**config.mk**
```make
export PLATFORM = sky130hd
export DESIGN_NAME = tlb_xlate
export DESIGN_NICKNAME = d
export VERILOG_FILES = /design/src/rtl/tlb_pkg.sv /design/src/rtl/tlb_perm.sv /design/src/rtl/tlb_victim.sv /design/src/rtl/tlb_cam.sv /design/src/rtl/tlb_xlate.sv
export SDC_FILE = /design/constraint.sdc
export NUM_CORES = 2
export LEC_CHECK = 0
export BUFFER_PORTS_ARGS = -buffer_cell sky130_fd_sc_hd__buf_4
export CAP_MARGIN = 10
export CORE_ASPECT_RATIO = 1.5
export CORE_UTILIZATION = 45
export DETAILED_ROUTE_END_ITERATION = 10
export PLACE_DENSITY = 0.56
export SKIP_CTS_REPAIR_TIMING = 1
export SLEW_MARGIN = 20
export SYNTH_ARGS = -nofsm -noshare
export SYNTH_HDL_FRONTEND = slang
export SYNTH_SLANG_ARGS = --single-unit
```
**constraint.sdc**
```tcl
create_clock -name clk -period 5.6 [get_ports clk]
set_input_delay 0.56 -clock clk [delete_from_list [all_inputs] [get_ports clk]]
set_output_delay 0.56 -clock clk [all_outputs]
set_load 0.02 [all_outputs]
```
**src/rtl/tlb_pkg.sv**
```systemverilog
package tlb_pkg;

    typedef enum logic [1:0] {
        ST_IDLE   = 2'd0,
        ST_WALK   = 2'd1,
        ST_FILL   = 2'd2,
        ST_REPLAY = 2'd3
    } tlb_state_e;

    // domain access codes
    localparam logic [1:0] DOM_NONE   = 2'b00;
    localparam logic [1:0] DOM_CLIENT = 2'b01;
    localparam logic [1:0] DOM_RSVD   = 2'b10;
    localparam logic [1:0] DOM_MGR    = 2'b11;

    // page permission codes
    localparam logic [1:0] AP_FULL    = 2'b00;
    localparam logic [1:0] AP_RDONLY  = 2'b01;

endpackage

```
**src/rtl/tlb_perm.sv**
```systemverilog
module tlb_perm #(
    parameter int DOM_N = 16,
    parameter int DOM_W = 4
) (
    input  logic [2*DOM_N-1:0] dom_ctl_i,
    input  logic [DOM_W-1:0]   dom_i,
    input  logic [1:0]         ap_i,
    input  logic               write_i,
    input  logic               priv_i,
    output logic               abort_o
);
    import tlb_pkg::*;

    logic [1:0] code;
    logic       page_deny;

    always_comb begin
        code = dom_ctl_i[2*dom_i +: 2];
        case (ap_i)
            AP_FULL:   page_deny = 1'b0;
            AP_RDONLY: page_deny = write_i;
            default:   page_deny = !priv_i;
        endcase
        case (code)
            DOM_CLIENT: abort_o = page_deny;
            DOM_MGR:    abort_o = 1'b0;
            default:    abort_o = 1'b1;
        endcase
    end

endmodule

```
**src/rtl/tlb_victim.sv**
```systemverilog
module tlb_victim #(
    parameter int N  = 32,
    parameter int IW = $clog2(N)
) (
    input  logic          clk,
    input  logic          rst_n,
    input  logic          lock_we_i,
    input  logic [IW-1:0] lock_val_i,
    input  logic          adv_i,
    output logic [IW-1:0] lock_o,
    output logic [IW-1:0] victim_o
);

    typedef struct packed {
        logic [IW-1:0] lock;
        logic [IW-1:0] ptr;
    } vic_t;

    vic_t s_d, s_q;

    always_comb begin
        s_d = s_q;
        if (adv_i) begin
            s_d.ptr = (s_q.ptr == IW'(N-1)) ? s_q.lock : s_q.ptr + 1'b1;
        end
        if (lock_we_i) begin
            s_d.lock = lock_val_i;
        end
        if (s_d.ptr < s_d.lock) begin
            s_d.ptr = s_d.lock;
        end
    end

    always_ff @(posedge clk or negedge rst_n) begin
        if (!rst_n) s_q <= '0;
        else        s_q <= s_d;
    end

    assign lock_o   = s_q.lock;
    assign victim_o = s_q.ptr;

    AST_PTR_ABOVE_LOCK: assert property (@(posedge clk) disable iff (!rst_n)
        s_q.ptr >= s_q.lock);

    AST_WRAP_TO_LOCK: assert property (@(posedge clk) disable iff (!rst_n)
        (adv_i && !lock_we_i && s_q.ptr == IW'(N-1)) |=> (s_q.ptr == $past(s_q.lock)));

endmodule

```
**src/rtl/tlb_cam.sv**
```systemverilog
module tlb_cam #(
    parameter int N      = 32,
    parameter int IW     = $clog2(N),
    parameter int VPN_W  = 20,
    parameter int DOM_W  = 4,
    parameter int ATTR_W = 4
) (
    input  logic              clk,
    input  logic              rst_n,
    input  logic [VPN_W-1:0]  lk_vpn_i,
    input  logic              inval_i,
    input  logic [IW-1:0]     lock_i,
    input  logic              wr_i,
    input  logic [IW-1:0]     wr_idx_i,
    input  logic [VPN_W-1:0]  wr_vpn_i,
    input  logic [VPN_W-1:0]  wr_ppn_i,
    input  logic [DOM_W-1:0]  wr_dom_i,
    input  logic [1:0]        wr_ap_i,
    input  logic [ATTR_W-1:0] wr_attr_i,
    output logic              hit_o,
    output logic [VPN_W-1:0]  hit_ppn_o,
    output logic [DOM_W-1:0]  hit_dom_o,
    output logic [1:0]        hit_ap_o,
    output logic [ATTR_W-1:0] hit_attr_o
);

    typedef struct packed {
        logic              v;
        logic [VPN_W-1:0]  vpn;
        logic [VPN_W-1:0]  ppn;
        logic [DOM_W-1:0]  dom;
        logic [1:0]        ap;
        logic [ATTR_W-1:0] attr;
    } ent_t;

    ent_t       ent_d [N];
    ent_t       ent_q [N];
    ent_t       sel;
    logic [N-1:0] match;

    for (genvar g = 0; g < N; g++) begin : g_cmp
        assign match[g] = ent_q[g].v && (ent_q[g].vpn == lk_vpn_i);
    end

    always_comb begin
        sel = '0;
        for (int i = N-1; i >= 0; i--) begin
            if (match[i]) sel = ent_q[i];
        end
    end

    assign hit_o      = |match;
    assign hit_ppn_o  = sel.ppn;
    assign hit_dom_o  = sel.dom;
    assign hit_ap_o   = sel.ap;
    assign hit_attr_o = sel.attr;

    always_comb begin
        for (int i = 0; i < N; i++) begin
            ent_d[i] = ent_q[i];
            if (inval_i && (IW'(i) >= lock_i)) ent_d[i].v = 1'b0;
            if (wr_i && (wr_idx_i == IW'(i))) begin
                ent_d[i] = '{v: 1'b1, vpn: wr_vpn_i, ppn: wr_ppn_i,
                             dom: wr_dom_i, ap: wr_ap_i, attr: wr_attr_i};
            end
        end
    end

    always_ff @(posedge clk or negedge rst_n) begin
        if (!rst_n) begin
            for (int i = 0; i < N; i++) ent_q[i] <= '0;
        end else begin
            for (int i = 0; i < N; i++) ent_q[i] <= ent_d[i];
        end
    end

    AST_SINGLE_MATCH: assert property (@(posedge clk) disable iff (!rst_n)
        $onehot0(match));

endmodule

```
**src/rtl/tlb_xlate.sv**
```systemverilog
module tlb_xlate #(
    parameter  int ENTRIES = 32,
    parameter  int VA_W    = 32,
    parameter  int PG_W    = 12,
    parameter  int DOM_N   = 16,
    parameter  int ATTR_W  = 4,
    localparam int IW      = $clog2(ENTRIES),
    localparam int VPN_W   = VA_W - PG_W,
    localparam int DOM_W   = $clog2(DOM_N)
) (
    input  logic               clk,
    input  logic               rst_n,
    input  logic               en_i,
    input  logic               inval_i,
    input  logic               lock_we_i,
    input  logic [IW-1:0]      lock_cnt_i,
    input  logic [2*DOM_N-1:0] dom_ctl_i,
    input  logic               req_valid_i,
    output logic               req_ready_o,
    input  logic [VA_W-1:0]    req_va_i,
    input  logic               req_write_i,
    input  logic               req_priv_i,
    output logic               rsp_valid_o,
    output logic [VA_W-1:0]    rsp_pa_o,
    output logic [ATTR_W-1:0]  rsp_attr_o,
    output logic               rsp_abort_o,
    output logic               walk_valid_o,
    input  logic               walk_ready_i,
    output logic [VPN_W-1:0]   walk_vpn_o,
    input  logic               fill_valid_i,
    output logic               fill_ready_o,
    input  logic [VPN_W-1:0]   fill_ppn_i,
    input  logic [DOM_W-1:0]   fill_dom_i,
    input  logic [1:0]         fill_ap_i,
    input  logic [ATTR_W-1:0]  fill_attr_i
);
    import tlb_pkg::*;

    typedef struct packed {
        tlb_state_e        st;
        logic [VA_W-1:0]   va;
        logic              wr;
        logic              pv;
        logic              rv;
        logic [VA_W-1:0]   pa;
        logic [ATTR_W-1:0] attr;
        logic              ab;
    } ctl_t;

    ctl_t s_d, s_q;

    logic              replay;
    logic [VPN_W-1:0]  lk_vpn;
    logic              chk_wr, chk_pv;
    logic              hit;
    logic [VPN_W-1:0]  hit_ppn;
    logic [DOM_W-1:0]  hit_dom;
    logic [1:0]        hit_ap;
    logic [ATTR_W-1:0] hit_attr;
    logic              perm_ab;
    logic              fill_we;
    logic [IW-1:0]     lock_cnt;
    logic [IW-1:0]     victim;

    assign replay = (s_q.st == ST_REPLAY);
    assign lk_vpn = replay ? s_q.va[VA_W-1:PG_W] : req_va_i[VA_W-1:PG_W];
    assign chk_wr = replay ? s_q.wr : req_write_i;
    assign chk_pv = replay ? s_q.pv : req_priv_i;

    tlb_cam #(
        .N(ENTRIES), .IW(IW), .VPN_W(VPN_W), .DOM_W(DOM_W), .ATTR_W(ATTR_W)
    ) u_cam (
        .clk        (clk),
        .rst_n      (rst_n),
        .lk_vpn_i   (lk_vpn),
        .inval_i    (inval_i),
        .lock_i     (lock_cnt),
        .wr_i       (fill_we),
        .wr_idx_i   (victim),
        .wr_vpn_i   (s_q.va[VA_W-1:PG_W]),
        .wr_ppn_i   (fill_ppn_i),
        .wr_dom_i   (fill_dom_i),
        .wr_ap_i    (fill_ap_i),
        .wr_attr_i  (fill_attr_i),
        .hit_o      (hit),
        .hit_ppn_o  (hit_ppn),
        .hit_dom_o  (hit_dom),
        .hit_ap_o   (hit_ap),
        .hit_attr_o (hit_attr)
    );

    tlb_victim #(.N(ENTRIES), .IW(IW)) u_vic (
        .clk        (clk),
        .rst_n      (rst_n),
        .lock_we_i  (lock_we_i),
        .lock_val_i (lock_cnt_i),
        .adv_i      (fill_we),
        .lock_o     (lock_cnt),
        .victim_o   (victim)
    );

    tlb_perm #(.DOM_N(DOM_N), .DOM_W(DOM_W)) u_perm (
        .dom_ctl_i (dom_ctl_i),
        .dom_i     (hit_dom),
        .ap_i      (hit_ap),
        .write_i   (chk_wr),
        .priv_i    (chk_pv),
        .abort_o   (perm_ab)
    );

    always_comb begin
        s_d     = s_q;
        s_d.rv  = 1'b0;
        fill_we = 1'b0;
        case (s_q.st)
            ST_IDLE: begin
                if (req_valid_i) begin
                    s_d.va = req_va_i;
                    s_d.wr = req_write_i;
                    s_d.pv = req_priv_i;
                    if (!en_i) begin
                        s_d.rv   = 1'b1;
                        s_d.pa   = req_va_i;
                        s_d.attr = '0;
                        s_d.ab   = 1'b0;
                    end else if (hit) begin
                        s_d.rv   = 1'b1;
                        s_d.pa   = {hit_ppn, req_va_i[PG_W-1:0]};
                        s_d.attr = hit_attr;
                        s_d.ab   = perm_ab;
                    end else begin
                        s_d.st = ST_WALK;
                    end
                end
            end
            ST_WALK: begin
                if (walk_ready_i) s_d.st = ST_FILL;
            end
            ST_FILL: begin
                if (fill_valid_i) begin
                    fill_we = 1'b1;
                    s_d.st  = ST_REPLAY;
                end
            end
            ST_REPLAY: begin
                if (hit) begin
                    s_d.rv   = 1'b1;
                    s_d.pa   = {hit_ppn, s_q.va[PG_W-1:0]};
                    s_d.attr = hit_attr;
                    s_d.ab   = perm_ab;
                    s_d.st   = ST_IDLE;
                end else begin
                    s_d.st = ST_WALK;
                end
            end
            default: s_d.st = ST_IDLE;
        endcase
    end

    always_ff @(posedge clk or negedge rst_n) begin
        if (!rst_n) s_q <= '0;
        else        s_q <= s_d;
    end

    assign req_ready_o  = (s_q.st == ST_IDLE);
    assign walk_valid_o = (s_q.st == ST_WALK);
    assign walk_vpn_o   = s_q.va[VA_W-1:PG_W];
    assign fill_ready_o = (s_q.st == ST_FILL);
    assign rsp_valid_o  = s_q.rv;
    assign rsp_pa_o     = s_q.pa;
    assign rsp_attr_o   = s_q.attr;
    assign rsp_abort_o  = s_q.ab;

    AST_BYPASS_PASS: assert property (@(posedge clk) disable iff (!rst_n)
        (req_valid_i && req_ready_o && !en_i) |=>
        (rsp_valid_o && rsp_pa_o == $past(req_va_i) && !rsp_abort_o && !walk_valid_o));

    AST_HIT_NO_WALK: assert property (@(posedge clk) disable iff (!rst_n)
        (req_valid_i && req_ready_o && en_i && hit) |=> (rsp_valid_o && !walk_valid_o));

    AST_WALK_HOLD: assert property (@(posedge clk) disable iff (!rst_n)
        (walk_valid_o && !walk_ready_i) |=> (walk_valid_o && $stable(walk_vpn_o)));

    AST_ONE_OUTSTANDING: assert property (@(posedge clk) disable iff (!rst_n)
        (req_valid_i && req_ready_o && en_i && !hit) |=> (!req_ready_o && !rsp_valid_o));

    AST_FILL_UNLOCKED: assert property (@(posedge clk) disable iff (!rst_n)
        (fill_valid_i && fill_ready_o) |-> (victim >= lock_cnt));

endmodule

```
==> flow_summary.toml <==
[timing]
holdWs_ps = -10.1
fmax_ghz = 0.173
max_slew_margin_pct = 13.0
worst_slack_ps = -171
drv_slew = 0
finalCriticalPeriod_ps = 5770
setup_viol = 1
fin_skew_ps = 60.3
hold_violations = 1
tightest_slew_ps = 1290
rsz0062_at_grt = "true"
period_share_pct = 103

[synth]
yosysWarnings = 0
syn_area_sq_um = 86100
yosysSeqAreaShare_pct = 49.9
yosys.area.top_type_share_pct = 49.9
async_flop_share_pct = 100
syn_nets = 7644
avgSynthCellArea_sq_um = 11.5
yosysTopAreaCell = "dfrtp_1"
yosys_most_used_dff = "dfrtp_1"
netlist_top_cells_area = "dfrtp_1, mux2_2, xnor2_1"
ys_ff_latch = 1716
synth_edf_count = 0
synthCells = 7521
ys_types = 91

[min_path]
min_to = "u_vic.lock_o[1]"
hp-class = "in -> reg"
whs_path_depth = 3
min_from = "lock_cnt_i[1]"

[cts]
numCtsBuffers = 179
tritoncts = "yes"
clock-sinks = 1716
clkTransAtPathRegs_ps = 70
root_buffer = "clkbuf_16"
htree_num_levels = 4
clock_path_buffers = 4
clk_latency_ps = 870

[worst_setup_path]
crit_fanout = 22
start_kind = "flip-flop"
r2r_start = "s_q[73]"
critPathRequiredTime_ps = 6390
rr_worst_depth = 20
crit_arrival_ps = 6570
r2r_setup_slack_ps = -170
reg2reg_to = "rsp_abort_o"
crit_type = "reg -> reg"
endpoint_kind = "flip-flop"

[routing]
wire_per_inst_um = 31.7
drtAntennaViolNets = 0
first_iter_violations = 5695
via_per_inst = 6.24
wirelength_mm = 324
dr.pass1.iters = 6
via_count = 63700
drc = 0

[global_route]
overflow = 0
grt_use_total_pct = 33.2
antenna_found_initial = 27
grt_pass1_wl_mm = 466
grt_max_degree = 181
grt_pass1_vias = 64800

[placed_design]
postPlaceCellArea_sq_um = 91300
dp_hpwl_mm = 218
io_buffers = 169
gp_congestion = 0.981

[pwr]
p_leak_nw = 44.8
p_sw_mw = 16.7
vdd_drop_max_mv = 0.425
swShare_pct = 35.8
p_int_mw = 30.0
p_comb_share_pct = 33.5
cellPowerDensity_nw_per_um2 = 480
seqPwrFrac_pct = 41.1
p_clk_share_pct = 25.4

[layout]
fin_area_sq_um = 97300
area_delta_synth_final_pct = 12.9
drive_gt1_share_pct = 33.3
num-fill-cells = 17000
fin_util_pct = 51.2
nets = 7735

[outcome]
violations = "hold timing, setup timing"
outcome = "finished, violations left"

[floorplan]
io_pins = 170
die_w_um = 359
die_area_sq_um = 193000
coreArea_sq_um = 190000
start_util_pct = 45.3
num_rows = 196
die_h_um = 538

[flow_run]
cap_violations = 0
metrics by stage:
stage	setup WS (ps)	setup TNS (ps)	power [mW]	std cells	hold slack [ps]
2_1_floorplan	1180	0	29.0	7521	264
3_3_place_gp	-422	-455	34.4	9883	457
3_5_place_dp	-556	-607	34.7	9883	462
4_1_cts	-598	-658	46.7	10200	-265
5_1_grt	-173	-173	48.7	10200	4.42
6_report	-171	-171	46.7	10200	-10.1
cells in the final DEF, fill, tap and decap left out, types with 22 or more instances in the layout:
cell / instances
dfrtp_1: 1696
mux2_2: 1601
xnor2_1: 619
buf_4: 487
nand2_1: 471
nor2_1: 332
a21oi_1: 247
nor4_1: 246
o21ai_0: 227
nor3_1: 186
clkbuf_16: 183
nand3_1: 165
nand4_1: 97
a211oi_1: 69
o211ai_1: 61
and3_1: 54
buf_12: 53
inv_1: 52
clkbuf_1: 43
clkbuf_8: 40
a31oi_1: 38
a311oi_1: 38
or3_1: 35
or2_2: 30
a221oi_1: 29
o2111ai_1: 28
mux2i_4: 24
clkinv_2: 24
mux2i_1: 23
nand3b_1: 23
xor2_1: 22
nor2_4: 22
routing by layer:
layer  routed length (um)  global-route usage [%]  share of wire [%]  up-vias
met5                  327                       0               0.10        -
met4                20900                    19.3                6.4       48
met3                21400                    6.30                6.6      769
met2               155000                    55.3                 48     2409
met1               126000                    40.3                 39    33400
li1                     -                       -                  -    27100
area by class of cell:
class | count | area [sq um] | area share [%]
flip-flops and latches | 1716 | 43000 | 44.2
multi-input cells | 5105 | 40400 | 41.6
clock buffers | 265 | 5270 | 5.41
repair buffers | 558 | 4930 | 5.07
well taps | 2475 | 3100 | 3.18
clock inverters | 39 | 383 | 0.394
inverters | 52 | 195 | 0.201
diodes | 2 | 5.00 | 0.00514
worst max path at each step:
| stage | startpoint | end |
|---|---|---|
| after floorplan | s_q[73] | rsp_abort_o |
| after global placement | s_q[73] | rsp_abort_o |
| after detailed placement | s_q[73] | rsp_abort_o |
| after CTS | s_q[73] | rsp_abort_o |
| after global routing | s_q[73] | rsp_abort_o |
| final | s_q[73] | rsp_abort_o |
synth_stat cells (all sizes together), types with 28 or more instances:
master	n
nand3	165
nor4	249
clkbuf	403
dfrtp	1716
a211oi	71
a21oi	247
nand4	97
o211ai	62
inv	52
or2	36
mux2	1601
or3	35
o21ai	231
o2111ai	28
mux2i	47
xnor2	619
nand2	489
a311oi	38
nor2	369
and3	54
nor3	192
buf	245
a221oi	30
a31oi	40
registers in the layout (all words and copies together) (netlist names):
| signal | flops |
|---|---|
| u_vic.victim_o | 5 |
| rsp_valid_o | 1 |
| rsp_pa_o | 32 |
| u_vic.lock_o | 5 |
| walk_vpn_o | 20 |
| s_q | 16 |
| rsp_attr_o | 4 |
| rsp_abort_o | 1 |
| u_cam.ent_q | 1632 |
power groups by stage:
stage          clock, mW  sequential, mW  combinational (mW)
2_1_floorplan          0            18.4                10.6
3_3_place_gp           0            19.2                15.3
3_5_place_dp           0            19.3                15.5
4_1_cts             12.1            19.1                15.5
5_1_grt             12.6            19.6                16.6
6_report            11.9            19.2                15.6
worst max-delay path, cell delays in order, from the launching register on:
cell      delay, ps
dfrtp_1         430
ha_4            310
buf_4           230
mux2i_4         260
buf_12          240
xnor2_1         140
nor4_1          330
nand4_1         510
nor2_2          420
buf_4           200
a211oi_1        110
o2111a_1        170
a221oi_2        500
buf_4           220
o211a_1         220
buf_4           200
mux2i_1         440
mux2i_1         130
mux2_2          290
nand3_1          80
and3_1          150
cell families (layout without fill, tap and decap cells):
family                     after synthesis  after routing  share of synthesized area [%]
muxes                                 1648           1648                           21.7
DFF                                   1716           1716                           49.9
buffers and inverters                  700            914                           3.70
other                                    0              2                              0
adders and majority gates               14             14                          0.203
and+or+nand+nor                       1825           1825                           10.5
xor gates and xnor gates               641            641                           6.52
AOI/OAI and AO/OA                      977            977                           7.52
Power figures use the tool's default switching activity.
